[src/rtl/pds_pkg.sv]
package pds_pkg;

    typedef enum logic [3:0] {
        ST_IDLE,
        ST_CLK_UP,
        ST_SAVE,
        ST_BUS_IDLE,
        ST_SW_SET,
        ST_SW_POLL,
        ST_BUS_WAKE,
        ST_RESTORE,
        ST_CLK_DN,
        ST_FIN
    } pds_state_e;

endpackage

[src/rtl/pds_timer.sv]
module pds_timer #(
    parameter int W = 32
) (
    input  logic         clk,
    input  logic         rst_n,
    input  logic         load,
    input  logic         dec,
    input  logic [W-1:0] load_val,
    output logic [W-1:0] cnt
);

    always_ff @(posedge clk or negedge rst_n) begin
        if (!rst_n) begin
            cnt <= '0;
        end else if (load) begin
            cnt <= load_val;
        end else if (dec && (cnt != '0)) begin
            cnt <= cnt - 1'b1;
        end
    end

endmodule

[src/rtl/pds_clkhold.sv]
module pds_clkhold #(
    parameter int N = 3
) (
    input  logic         clk,
    input  logic         rst_n,
    input  logic         grab,
    input  logic         drop,
    output logic [N-1:0] force_en,
    output logic         all_on,
    output logic         all_off
);

    generate
        if (N == 1) begin : g_single
            always_ff @(posedge clk or negedge rst_n) begin
                if (!rst_n) begin
                    force_en <= '0;
                end else if (grab) begin
                    force_en <= 1'b1;
                end else if (drop) begin
                    force_en <= 1'b0;
                end
            end
        end else begin : g_chain
            // lowest enable first on grab, highest enable first on drop
            always_ff @(posedge clk or negedge rst_n) begin
                if (!rst_n) begin
                    force_en <= '0;
                end else if (grab) begin
                    force_en <= {force_en[N-2:0], 1'b1};
                end else if (drop) begin
                    force_en <= {1'b0, force_en[N-1:1]};
                end
            end
        end
    endgenerate

    assign all_on  = force_en[N-1];
    assign all_off = ~|force_en;

endmodule

[src/rtl/pds_fsm.sv]
module pds_fsm
    import pds_pkg::*;
#(
    parameter int CNT_W       = 32,
    parameter int TIMEOUT_CYC = 256,
    parameter bit HAS_SWITCH  = 1'b1,
    parameter bit HAS_STATUS  = 1'b1,
    parameter bit HAS_IDLE    = 1'b1
) (
    input  logic             clk,
    input  logic             rst_n,
    input  logic             req_on,
    input  logic             req_off,
    input  logic             qos_ack,
    input  logic             idle_ack,
    input  logic             idle_stat,
    input  logic             pwr_stat,
    input  logic             clk_all_on,
    input  logic             clk_all_off,
    input  logic [CNT_W-1:0] tmr_cnt,
    input  logic [CNT_W-1:0] dn_cnt,
    input  logic [CNT_W-1:0] up_cnt,
    output logic             busy,
    output logic             done,
    output logic             fault,
    output logic             qos_save,
    output logic             qos_restore,
    output logic             idle_req,
    output logic             pwr_off,
    output logic             clk_grab,
    output logic             clk_drop,
    output logic             tmr_load,
    output logic             tmr_dec,
    output logic [CNT_W-1:0] tmr_val
);

    localparam logic [CNT_W-1:0] POLL_LOAD = CNT_W'(TIMEOUT_CYC - 1);
    localparam pds_state_e UP_AFTER_SW  = HAS_IDLE ? ST_BUS_WAKE : ST_RESTORE;
    localparam pds_state_e UP_FIRST     = HAS_SWITCH ? ST_SW_SET : UP_AFTER_SW;
    localparam pds_state_e DN_AFTER_BUS = HAS_SWITCH ? ST_SW_SET : ST_CLK_DN;
    localparam pds_state_e DN_AFTER_QOS = HAS_IDLE ? ST_BUS_IDLE : DN_AFTER_BUS;

    pds_state_e st, nxt;
    logic       tgt_on_q;
    logic       fault_q;
    logic       idle_q;
    logic       pwr_q;
    logic       go;
    logic       dom_on;
    logic       stat_ok;
    logic       poll_expired;

    assign go     = req_on ^ req_off;
    assign dom_on = HAS_STATUS ? !pwr_stat : (HAS_IDLE ? !idle_stat : !pwr_q);
    assign stat_ok = HAS_STATUS ? (pwr_stat == !tgt_on_q) : (idle_stat == !tgt_on_q);
    assign poll_expired = (st == ST_SW_POLL) && !stat_ok && (tmr_cnt == '0);

    // next-state logic
    always_comb begin
        nxt = st;
        unique case (st)
            ST_IDLE:     if (go) nxt = (req_on == dom_on) ? ST_FIN : ST_CLK_UP;
            ST_CLK_UP:   if (clk_all_on) nxt = tgt_on_q ? UP_FIRST : ST_SAVE;
            ST_SAVE:     if (qos_ack) nxt = DN_AFTER_QOS;
            ST_BUS_IDLE: if (idle_ack && idle_stat) nxt = DN_AFTER_BUS;
            ST_SW_SET:   if (tmr_cnt <= CNT_W'(1)) nxt = ST_SW_POLL;
            ST_SW_POLL: begin
                if (stat_ok)           nxt = tgt_on_q ? UP_AFTER_SW : ST_CLK_DN;
                else if (poll_expired) nxt = ST_CLK_DN;
            end
            ST_BUS_WAKE: if (!idle_ack && !idle_stat) nxt = ST_RESTORE;
            ST_RESTORE:  if (qos_ack) nxt = ST_CLK_DN;
            ST_CLK_DN:   if (clk_all_off) nxt = ST_FIN;
            ST_FIN:      nxt = ST_IDLE;
            default:     nxt = ST_IDLE;
        endcase
    end

    // state register
    always_ff @(posedge clk or negedge rst_n) begin
        if (!rst_n) st <= ST_IDLE;
        else        st <= nxt;
    end

    // context registers: target, fault, idle request level, switch control
    always_ff @(posedge clk or negedge rst_n) begin
        if (!rst_n) begin
            tgt_on_q <= 1'b0;
            fault_q  <= 1'b0;
            idle_q   <= 1'b0;
            pwr_q    <= 1'b0;
        end else begin
            if (st == ST_IDLE && go) begin
                tgt_on_q <= req_on;
                fault_q  <= 1'b0;
            end
            if (poll_expired) fault_q <= 1'b1;
            if (nxt == ST_BUS_IDLE && st != ST_BUS_IDLE) idle_q <= 1'b1;
            if (nxt == ST_BUS_WAKE && st != ST_BUS_WAKE) idle_q <= 1'b0;
            if (nxt == ST_SW_SET && st != ST_SW_SET)     pwr_q  <= !tgt_on_q;
        end
    end

    // outputs
    always_comb begin
        busy        = (st != ST_IDLE);
        done        = (st == ST_FIN);
        qos_save    = (st == ST_SAVE);
        qos_restore = (st == ST_RESTORE);
        clk_grab    = (st == ST_CLK_UP);
        clk_drop    = (st == ST_CLK_DN);
        fault       = fault_q;
        idle_req    = idle_q;
        pwr_off     = pwr_q;
        tmr_load    = 1'b0;
        tmr_val     = '0;
        if (nxt == ST_SW_SET && st != ST_SW_SET) begin
            tmr_load = 1'b1;
            tmr_val  = tgt_on_q ? up_cnt : dn_cnt;
        end else if (st == ST_SW_SET && nxt == ST_SW_POLL) begin
            tmr_load = 1'b1;
            tmr_val  = POLL_LOAD;
        end
        tmr_dec = !tmr_load && (st == ST_SW_SET || st == ST_SW_POLL);
    end

endmodule

[src/rtl/pwr_dom_seq.sv]
module pwr_dom_seq #(
    parameter int NUM_CLK     = 3,
    parameter int CNT_W       = 32,
    parameter int DEF_CNT     = 24,
    parameter int TIMEOUT_CYC = 256,
    parameter bit HAS_SWITCH  = 1'b1,
    parameter bit HAS_STATUS  = 1'b1,
    parameter bit HAS_IDLE    = 1'b1
) (
    input  logic               clk,
    input  logic               rst_n,
    input  logic               req_on,
    input  logic               req_off,
    input  logic               cfg_we,
    input  logic               cfg_sel,
    input  logic [CNT_W-1:0]   cfg_wdata,
    input  logic               qos_ack,
    input  logic               idle_ack,
    input  logic               idle_stat,
    input  logic               pwr_stat,
    output logic               busy,
    output logic               done,
    output logic               fault,
    output logic               qos_save,
    output logic               qos_restore,
    output logic               idle_req,
    output logic               pwr_off,
    output logic [NUM_CLK-1:0] clk_force
);

    localparam logic [CNT_W-1:0] RST_CNT = CNT_W'(DEF_CNT);

    logic [CNT_W-1:0] dn_cnt_q, up_cnt_q;
    logic [CNT_W-1:0] tmr_cnt, tmr_val;
    logic             tmr_load, tmr_dec;
    logic             clk_grab, clk_drop, clk_all_on, clk_all_off;

    // transition count registers: select 0 = down, 1 = up
    always_ff @(posedge clk or negedge rst_n) begin
        if (!rst_n) begin
            dn_cnt_q <= RST_CNT;
            up_cnt_q <= RST_CNT;
        end else if (cfg_we) begin
            if (cfg_sel) up_cnt_q <= cfg_wdata;
            else         dn_cnt_q <= cfg_wdata;
        end
    end

    pds_fsm #(
        .CNT_W      (CNT_W),
        .TIMEOUT_CYC(TIMEOUT_CYC),
        .HAS_SWITCH (HAS_SWITCH),
        .HAS_STATUS (HAS_STATUS),
        .HAS_IDLE   (HAS_IDLE)
    ) u_fsm (
        .clk        (clk),
        .rst_n      (rst_n),
        .req_on     (req_on),
        .req_off    (req_off),
        .qos_ack    (qos_ack),
        .idle_ack   (idle_ack),
        .idle_stat  (idle_stat),
        .pwr_stat   (pwr_stat),
        .clk_all_on (clk_all_on),
        .clk_all_off(clk_all_off),
        .tmr_cnt    (tmr_cnt),
        .dn_cnt     (dn_cnt_q),
        .up_cnt     (up_cnt_q),
        .busy       (busy),
        .done       (done),
        .fault      (fault),
        .qos_save   (qos_save),
        .qos_restore(qos_restore),
        .idle_req   (idle_req),
        .pwr_off    (pwr_off),
        .clk_grab   (clk_grab),
        .clk_drop   (clk_drop),
        .tmr_load   (tmr_load),
        .tmr_dec    (tmr_dec),
        .tmr_val    (tmr_val)
    );

    pds_timer #(.W(CNT_W)) u_tmr (
        .clk     (clk),
        .rst_n   (rst_n),
        .load    (tmr_load),
        .dec     (tmr_dec),
        .load_val(tmr_val),
        .cnt     (tmr_cnt)
    );

    pds_clkhold #(.N(NUM_CLK)) u_clk (
        .clk     (clk),
        .rst_n   (rst_n),
        .grab    (clk_grab),
        .drop    (clk_drop),
        .force_en(clk_force),
        .all_on  (clk_all_on),
        .all_off (clk_all_off)
    );

endmodule

[config.mk]
export PLATFORM = sky130hd
export DESIGN_NAME = pwr_dom_seq
export DESIGN_NICKNAME = d
export VERILOG_FILES = /design/src/rtl/pds_pkg.sv /design/src/rtl/pds_timer.sv /design/src/rtl/pds_clkhold.sv /design/src/rtl/pds_fsm.sv /design/src/rtl/pwr_dom_seq.sv
export SDC_FILE = /design/constraint.sdc
export NUM_CORES = 1
export LEC_CHECK = 0
export ABC_AREA = 1
export CAP_MARGIN = 20
export CELL_PAD_IN_SITES_DETAIL_PLACEMENT = 1
export CELL_PAD_IN_SITES_GLOBAL_PLACEMENT = 2
export CORE_MARGIN = 2
export CORE_UTILIZATION = 40
export DETAILED_ROUTE_END_ITERATION = 10
export DONT_BUFFER_PORTS = 1
export PLACE_DENSITY_LB_ADDON = 0.12
export SYNTH_ARGS = -nofsm -noshare
export SYNTH_HDL_FRONTEND = slang
export SYNTH_SLANG_ARGS = --single-unit
[constraint.sdc]
create_clock -name clk -period 3.4 [get_ports clk]
set_input_delay 0.34 -clock clk [delete_from_list [all_inputs] [get_ports clk]]
set_output_delay 0.34 -clock clk [all_outputs]
set_load 0.05 [all_outputs]
==> flow_metrics.tcl, run 1 <==
set metrics [dict create \
    run_status "completed" \
    placed_wire_length_estimate_after_detailed_placement_mm 11.5 \
    total_number_of_yosys_warnings 0 \
    clkSlewWorstSetupHoldPaths_ns 0.07 \
    worst_r2r_path_depth 11 \
    drc 0 \
    critical_path.startpoint_type "flop" \
    worst_case_clock_buffer_depth 2 \
    crit_arrival_ns 3.08 \
    critical-path-top-delay-family "simple AND/OR/NAND/NOR gates" \
    non_filler_instance_count_after_layout 1018 \
    worstSetupPathDepth 11 \
    finalSetupViolations 0 \
    synth.avg_cell_area_um2 7.39 \
    setup_tns_ns 0 \
    intPower_mw 2.98 \
    first_pass_grt_wire_length_mm 28.1 \
    fin_area_mm2 0.00666 \
    slowest_stage "sky130_fd_sc_hd__dfrtp_1" \
    synthDistinctLibCells 43 \
    holdCritStartpoint "cfg_wdata[3]" \
    synth_top_cell_area_share_pct 41.5 \
    utilization_after_layout_pct 43.8 \
    cap_viol_max_count 0 \
    die_h_um 129 \
    grt_start_max_net_pins 108 \
    cellPowerDensity_mw_per_mm2 862 \
    dp_cell_count 998 \
    antenna-diode-count 0 \
    grt_pass1_vias 5397 \
    gpl.final_weighted_congestion 0.822 \
    clock_power_share_pct 18.8 \
    vias 5184 \
    yosysSeqAreaShare_pct 43.2 \
    io_buffer_count 0 \
    cp_data_required_time_ns 3.67 \
    fin_skew_ns 0.00938 \
    io_pins 52 \
    ctsRootBufferMaster "sky130_fd_sc_hd__clkbuf_16" \
    fraction_of_final_layout_cells_sized_beyond_drive_strength_1_pct 11.4 \
    htree_num_levels 3 \
    power.switching_mw 2.76 \
    cp-end-kind "flop" \
    post_dp_area_mm2 0.00628 \
    worst_path_largest_cell_delay_ns 0.77 \
    power_frac_seq_pct 34.6 \
    crit_path_cell_trace "nand2_1 > o21ai_0 > nor2_1 > a21oi_1 > nand3b_2 > nor2_4 > nand3_4 > nand3_4 > buf_4 > nor2_1 > a21oi_1" \
    drt_pass1_iterations 6 \
    synth.top_cells.by_area "sky130_fd_sc_hd__dfrtp_1, sky130_fd_sc_hd__nand2_1, sky130_fd_sc_hd__o21ai_0" \
    share_comb_of_total_power_pct 46.6 \
    achievable-frequency_ghz 0.356 \
    p_leak_nw 3.50 \
    hp-class "input port to flop" \
    tritoncts "done" \
    worst-slew-pin-transition_ns 0.652 \
    synthesized_instance_count 840 \
    timing.slew.headroom_pct 56.5 \
    via_per_inst 5.09 \
    reg2reg_to "u_tmr.cnt[2]" \
    area.growth.synth_to_final_pct 7.21 \
    critPathMaxFanout 30 \
    drv_slew 0 \
    reg2reg_from "u_clk.force_en[2]" \
    effective_utilization_at_floorplan_pct 40.8 \
    period_share_pct 82.6 \
    placement_rows 45 \
    worstSetupPathType "flop to flop" \
    hold_depth 2 \
    number_of_violations_reported_at_the_end_of_detailed_routing_iteration_0 184 \
    grt_setup_unrepaired "false" \
    wire_per_inst_um 16.2 \
    worst_ir_drop_vdd_uv 348 \
    total_power_mw 5.74 \
    finalWirelength_mm 16.5 \
    post_drt_antenna_nets 0 \
    synthDominantAreaCellType "sky130_fd_sc_hd__dfrtp_1" \
    hold_path_end "dn_cnt_q[3]" \
    syn_area_mm2 0.00621 \
    grt_util_all_layers_pct 21.4 \
    reg2reg_slack_ns 0.59 \
    final-hold-violation-count 0 \
    cts_made_buffers 9 \
    fill_cells 1927 \
    clock_sink_count 107 \
    synth-seq-cells 107 \
    die_x_um 129 \
    number_of_nets_in_the_layout 870 \
    core_region_area_mm2 0.0152 \
    grt.overflow.total 0 \
    die_area_mm2 0.0165 \
    worst_skew_pair.late_latency_ns 0.35 \
    crit_buf_inv 1 \
    antenna_found_initial 0 \
    netSwitchingFraction_pct 48.1 \
    final.min_clock_period_ns 2.81 \
    synthesis.nets 885 \
]
-- worst max path at each step --
stage                 startpoint      endpoint  slack (ns)
2_1_floorplan        u_fsm.st[1]          done        0.96
3_5_place_dp      u_fsm.tgt_on_q  u_tmr.cnt[2]        0.59
6_report       u_clk.force_en[2]  u_tmr.cnt[2]        0.59
4_1_cts           u_fsm.tgt_on_q  u_tmr.cnt[2]        0.57
3_3_place_gp      u_fsm.tgt_on_q  u_tmr.cnt[2]        0.71
5_1_grt           u_fsm.tgt_on_q  u_tmr.cnt[2]        0.37
-- flip-flops by register name (all words and copies together) (netlist names) --
| name | flops |
|---|---|
| u_fsm.st | 4 |
| u_fsm.idle_req | 1 |
| u_tmr.cnt | 32 |
| up_cnt_q | 32 |
| dn_cnt_q | 32 |
| u_fsm.fault | 1 |
| u_clk.force_en | 3 |
| u_fsm.pwr_off | 1 |
| u_fsm.tgt_on_q | 1 |
-- synthesized netlist by cell type, drive strengths merged --
| cell type | count |
|---|---|
| a21boi | 1 |
| o21a | 2 |
| nand2 | 358 |
| dfstp | 4 |
| or2 | 1 |
| nor2 | 74 |
| o22ai | 2 |
| xor2 | 13 |
| ha | 3 |
| clkbuf | 19 |
| o21ai | 80 |
| inv | 65 |
| a221oi | 1 |
| buf | 17 |
| dfrtp | 103 |
| a21oi | 9 |
| nand3b | 1 |
| nand3 | 48 |
| xnor2 | 14 |
| and3 | 1 |
| nor3b | 1 |
| nor3 | 7 |
| nor4 | 1 |
| nand4 | 12 |
| mux2i | 3 |
-- through the flow --
step | hold WS, ns | worst slack, ns
global route | 0.135 | 0.370
global placement | 0.0467 | 0.715
floorplan | 0.0444 | 0.959
detailed placement | 0.0468 | 0.592
finish | 0.122 | 0.590
CTS | 0.112 | 0.571
-- area by class of cell --
class / instances / area [µm²] / share of cell area [%]
multi-input cells: 632 / 3050 / 45.8
flip-flops and latches: 107 / 2680 / 40.3
inverters: 65 / 262 / 3.93
well taps: 188 / 235 / 3.53
clock buffers: 11 / 233 / 3.50
repair buffers: 10 / 130 / 1.95
clock inverters: 5 / 62.6 / 0.940
-- power groups by stage --
stage                     sequential [mW]  clock [mW]  combinational [mW]
after global routing                 2.04        1.17                3.05
after CTS                            1.99        1.12                2.70
after global placement               1.99           0                2.58
after detailed placement             2.01           0                2.65
final                                1.99        1.08                2.67
after floorplan                      1.88           0                2.15
-- routing by layer --
metal  global-route usage (%)  part of all wire (%)
met5                        0                     0
met4                     3.64                  0.58
met1                     32.7                    53
met2                     32.4                    44
met3                     3.70                   2.4
-- logic make-up (layout without fill, tap and decap cells) --
group           count (synthesis)  count (layout)  synth area share [%]
mux                             3               3                 0.484
compound gates                 95              95                  8.06
simple gates                  504             504                  36.0
xor+xnor                       27              27                  3.81
fa+ha+maj                       3               3                 0.605
buf+inv                       101              91                  7.82
flops                         107             107                  43.2
-- repair_timing --
item	CTS	global route
gates resized for setup	0	0
hold endpoints to repair	107	0
setup endpoints to repair	0	0
setup buffers	0	0
hold buffers	2	0
-- cell usage in the layout (no fill, tap or decap), drive strengths merged --
master | netlist | layout
xnor2 | 14 | 14
or2 | 1 | 1
o22ai | 2 | 2
clkbuf | 19 | 11
bufinv | 0 | 1
dfrtp | 103 | 103
dfstp | 4 | 4
nor3 | 7 | 7
xor2 | 13 | 13
a221oi | 1 | 1
clkinv | 0 | 1
inv | 65 | 67
mux2i | 3 | 3
nor3b | 1 | 1
nor2 | 74 | 74
nand4 | 12 | 12
nand3b | 1 | 1
nand3 | 48 | 48
clkinvlp | 0 | 1
buf | 17 | 9
nor4 | 1 | 1
and3 | 1 | 1
o21a | 2 | 2
a21oi | 9 | 9
dlygate4sd3 | 0 | 1
nand2 | 358 | 358
a21boi | 1 | 1
o21ai | 80 | 80
ha | 3 | 3
Power figures use the tool's default switching activity.
==> run 2: changes to the inputs <==
--- a/config.mk
+++ b/config.mk
@@ -10,7 +10,7 @@
 export CELL_PAD_IN_SITES_DETAIL_PLACEMENT = 1
 export CELL_PAD_IN_SITES_GLOBAL_PLACEMENT = 2
 export CORE_MARGIN = 2
-export CORE_UTILIZATION = 40
+export CORE_UTILIZATION = 37
 export DETAILED_ROUTE_END_ITERATION = 10
 export DONT_BUFFER_PORTS = 1
 export PLACE_DENSITY_LB_ADDON = 0.12
==> constraint.sdc (replaced) <==
create_clock -name clk -period 2.6 [get_ports clk]
set_input_delay 0.26 -clock clk [delete_from_list [all_inputs] [get_ports clk]]
set_output_delay 0.26 -clock clk [all_outputs]
set_load 0.05 [all_outputs]
==> run 2 against run 1 <==
Effect of this change: the flow now finishes with violations (hold timing); global-route usage shrank 0.87 points; highest routed layer unchanged; maximum frequency grew 17%; power grew 33%; non-clock buffer count grew 8; critical path type unchanged; clock skew shrank 0.0011 ns; worst hold slack lost 0.52 ns; cell area grew 1.1%; sequential cell count is the same; largest power group unchanged; cell count grew 3.9%; sequential share of layout area shrank 0.44 points.
==> flow_metrics.tcl, run 2 (same netlist as run 1, synthesis figures left out) <==
set metrics [dict create \
    run_status "finished with violations" \
    violations_in_the_final_reports "hold timing" \
    layout_commonest_cell "sky130_fd_sc_hd__nand2_1" \
    grt_pass1_vias 5450 \
    grt.overflow.total 0 \
    number_of_nets_in_the_layout 878 \
    cellPowerDensity_mw_per_mm2 1130 \
    tritoncts "done" \
    pre_cts_slack_ns 0.116 \
    clkSlewWorstSetupHoldPaths_ns 0.07 \
    final-hold-violation-count 107 \
    ctsRootBufferMaster "sky130_fd_sc_hd__clkbuf_16" \
    worst_setup_path_startpoint "u_tmr.cnt[0]" \
    first_pass_grt_wire_length_mm 29.0 \
    clock_sink_count 107 \
    worstSetupPathType "flop to flop" \
    grt-busiest-layer "met2" \
    setup_tns_ns 0 \
    worst_ir_drop_vdd_uv 353 \
    number_of_violations_reported_at_the_end_of_detailed_routing_iteration_0 277 \
    drc 0 \
    grt_util_met1_pct 31.0 \
    die_area_mm2 0.0178 \
    achievable-frequency_ghz 0.415 \
    grt_start_max_net_pins 108 \
    crit_arrival_ns 2.66 \
    finalSetupViolations 0 \
    grt.met2_usage_pct 31.5 \
    cp_data_required_time_ns 2.85 \
    fin_skew_ns 0.00830 \
    worst_skew_pair.late_latency_ns 0.36 \
    drv_slew 0 \
    fill_cells 2088 \
    gr_met3_demand_resource_pct 2.89 \
    core_region_area_mm2 0.0165 \
    cp-end-kind "flop" \
    antenna_found_initial 0 \
    critical_path.startpoint_type "flop" \
    post_drt_antenna_nets 0 \
    drt_pass1_iterations 5 \
    antenna-diode-count 0 \
    final_cell_mix "sky130_fd_sc_hd__nand2_1, sky130_fd_sc_hd__dfrtp_1, sky130_fd_sc_hd__o21ai_0" \
    placed_wire_length_estimate_after_detailed_placement_mm 12.3 \
    cts_made_buffers 9 \
    reg2reg_from "u_tmr.cnt[0]" \
    p_leak_nw 3.53 \
    area.growth.synth_to_final_pct 8.40 \
    worst-slew-pin-transition_ns 0.493 \
    reg2reg_slack_ns 0.19 \
    timing.slew.headroom_pct 67.0 \
    cap_viol_max_count 0 \
    grt_setup_unrepaired "false" \
    final.hold.worst_slack_ns -0.402 \
    grt_util_all_layers_pct 20.6 \
    final.min_clock_period_ns 2.41 \
    worst_r2r_path_depth 14 \
    die_x_um 134 \
    critPathMaxFanout 16 \
    htree_num_levels 3 \
    period_share_pct 92.7 \
    top_regs "dn_cnt_q: 32 flops, u_tmr.cnt: 32 flops, up_cnt_q: 32 flops" \
    io_pins 52 \
    reg2reg_to "u_tmr.cnt[16]" \
    fraction_of_final_layout_cells_sized_beyond_drive_strength_1_pct 12.8 \
    io_buffer_count 0 \
    via_per_inst 4.97 \
    worst_case_clock_buffer_depth 2 \
    placement_rows 47 \
    total_power_mw 7.63 \
    crit_end "u_tmr.cnt[16]" \
    finalWirelength_mm 17.4 \
    gpl.final_weighted_congestion 0.808 \
    hp-class "input port to async pin" \
    fin_ws_ns 0.190 \
    die_h_um 134 \
    vias 5260 \
    effective_utilization_at_floorplan_pct 37.7 \
    wire_per_inst_um 16.4 \
]
run 2: cell types whose count changed in the layout (fill, tap and decap cells not counted), moves of 2 or more:
cell                     change
sky130_fd_sc_hd__nor2_1      -2
sky130_fd_sc_hd__inv_6       +2
sky130_fd_sc_hd__buf_4       +9
sky130_fd_sc_hd__nor2_2      +2
sky130_fd_sc_hd__buf_16      -2
run 2: metal layers:
metal | share of wire, % | wire [µm] | vias up
met1 | 53 | 9120 | 2573
met5 | 0 | 0 | -
met3 | 2.0 | 343 | 11
li1 | - | - | 2618
met2 | 45 | 7750 | 58
met4 | 0.93 | 162 | 0
run 2: timing repair:
action                                  4_1_cts  5_1_grt
hold endpoints to repair                    107      107
gates resized for setup                       0        4
buffers inserted                              0        2
endpoints found under the setup margin        0       31
run 2: power breakdown:
part | internal, mW | leakage (nW) | switching, mW
clock | 0.674 | 0.142 | 0.685
combinational | 1.17 | 2.05 | 2.56
sequential | 2.06 | 1.34 | 0.477
total | 3.90 | 3.53 | 3.72
run 2: how the worst min path moves through the flow:
stage / to / from / slack [ns] / cells after the start
global placement: u_tmr.cnt[5] / rst_n / -0.03 / 0
floorplan: dn_cnt_q[0] / rst_n / -0.04 / 0
detailed placement: u_tmr.cnt[6] / rst_n / -0.03 / 0
global route: up_cnt_q[5] / rst_n / -0.42 / 0
finish: u_tmr.cnt[3] / rst_n / -0.40 / 0
CTS: u_tmr.cnt[30] / rst_n / -0.42 / 0
run 2: layout make-up:
class	count	area, µm²	share of cell area, %
clock buffer	10	229	3.40
clock inverter	6	58.8	0.874
inverter	65	264	3.92
multi-input combinational	632	3060	45.4
sequential	107	2680	39.9
tap	220	275	4.09
timing repair buffer	18	164	2.44
run 2: critical path, cell delays in order, from the launching register on:
cell and delay [ns]:
sky130_fd_sc_hd__dfrtp_1 0.42, sky130_fd_sc_hd__inv_1 0.18, sky130_fd_sc_hd__ha_1 0.22, sky130_fd_sc_hd__nand2_2 0.12
sky130_fd_sc_hd__nor2_4 0.23, sky130_fd_sc_hd__nand2_4 0.09, sky130_fd_sc_hd__nand2_2 0.10, sky130_fd_sc_hd__nand2_4 0.05
sky130_fd_sc_hd__nand2_2 0.12, sky130_fd_sc_hd__nor2_8 0.06, sky130_fd_sc_hd__nand3_4 0.17, sky130_fd_sc_hd__nand3_4 0.13
sky130_fd_sc_hd__buf_4 0.23, sky130_fd_sc_hd__o21ai_1 0.14, sky130_fd_sc_hd__inv_1 0.05
run 2: per-stage QoR:
step	utilization, %	cells	area [µm²]
floorplan	-	840	6210
global placement	38.7	1038	6380
detailed placement	38.7	1038	6380
CTS	40.5	1054	6660
global route	40.9	1058	6730
finish	40.9	1058	6730
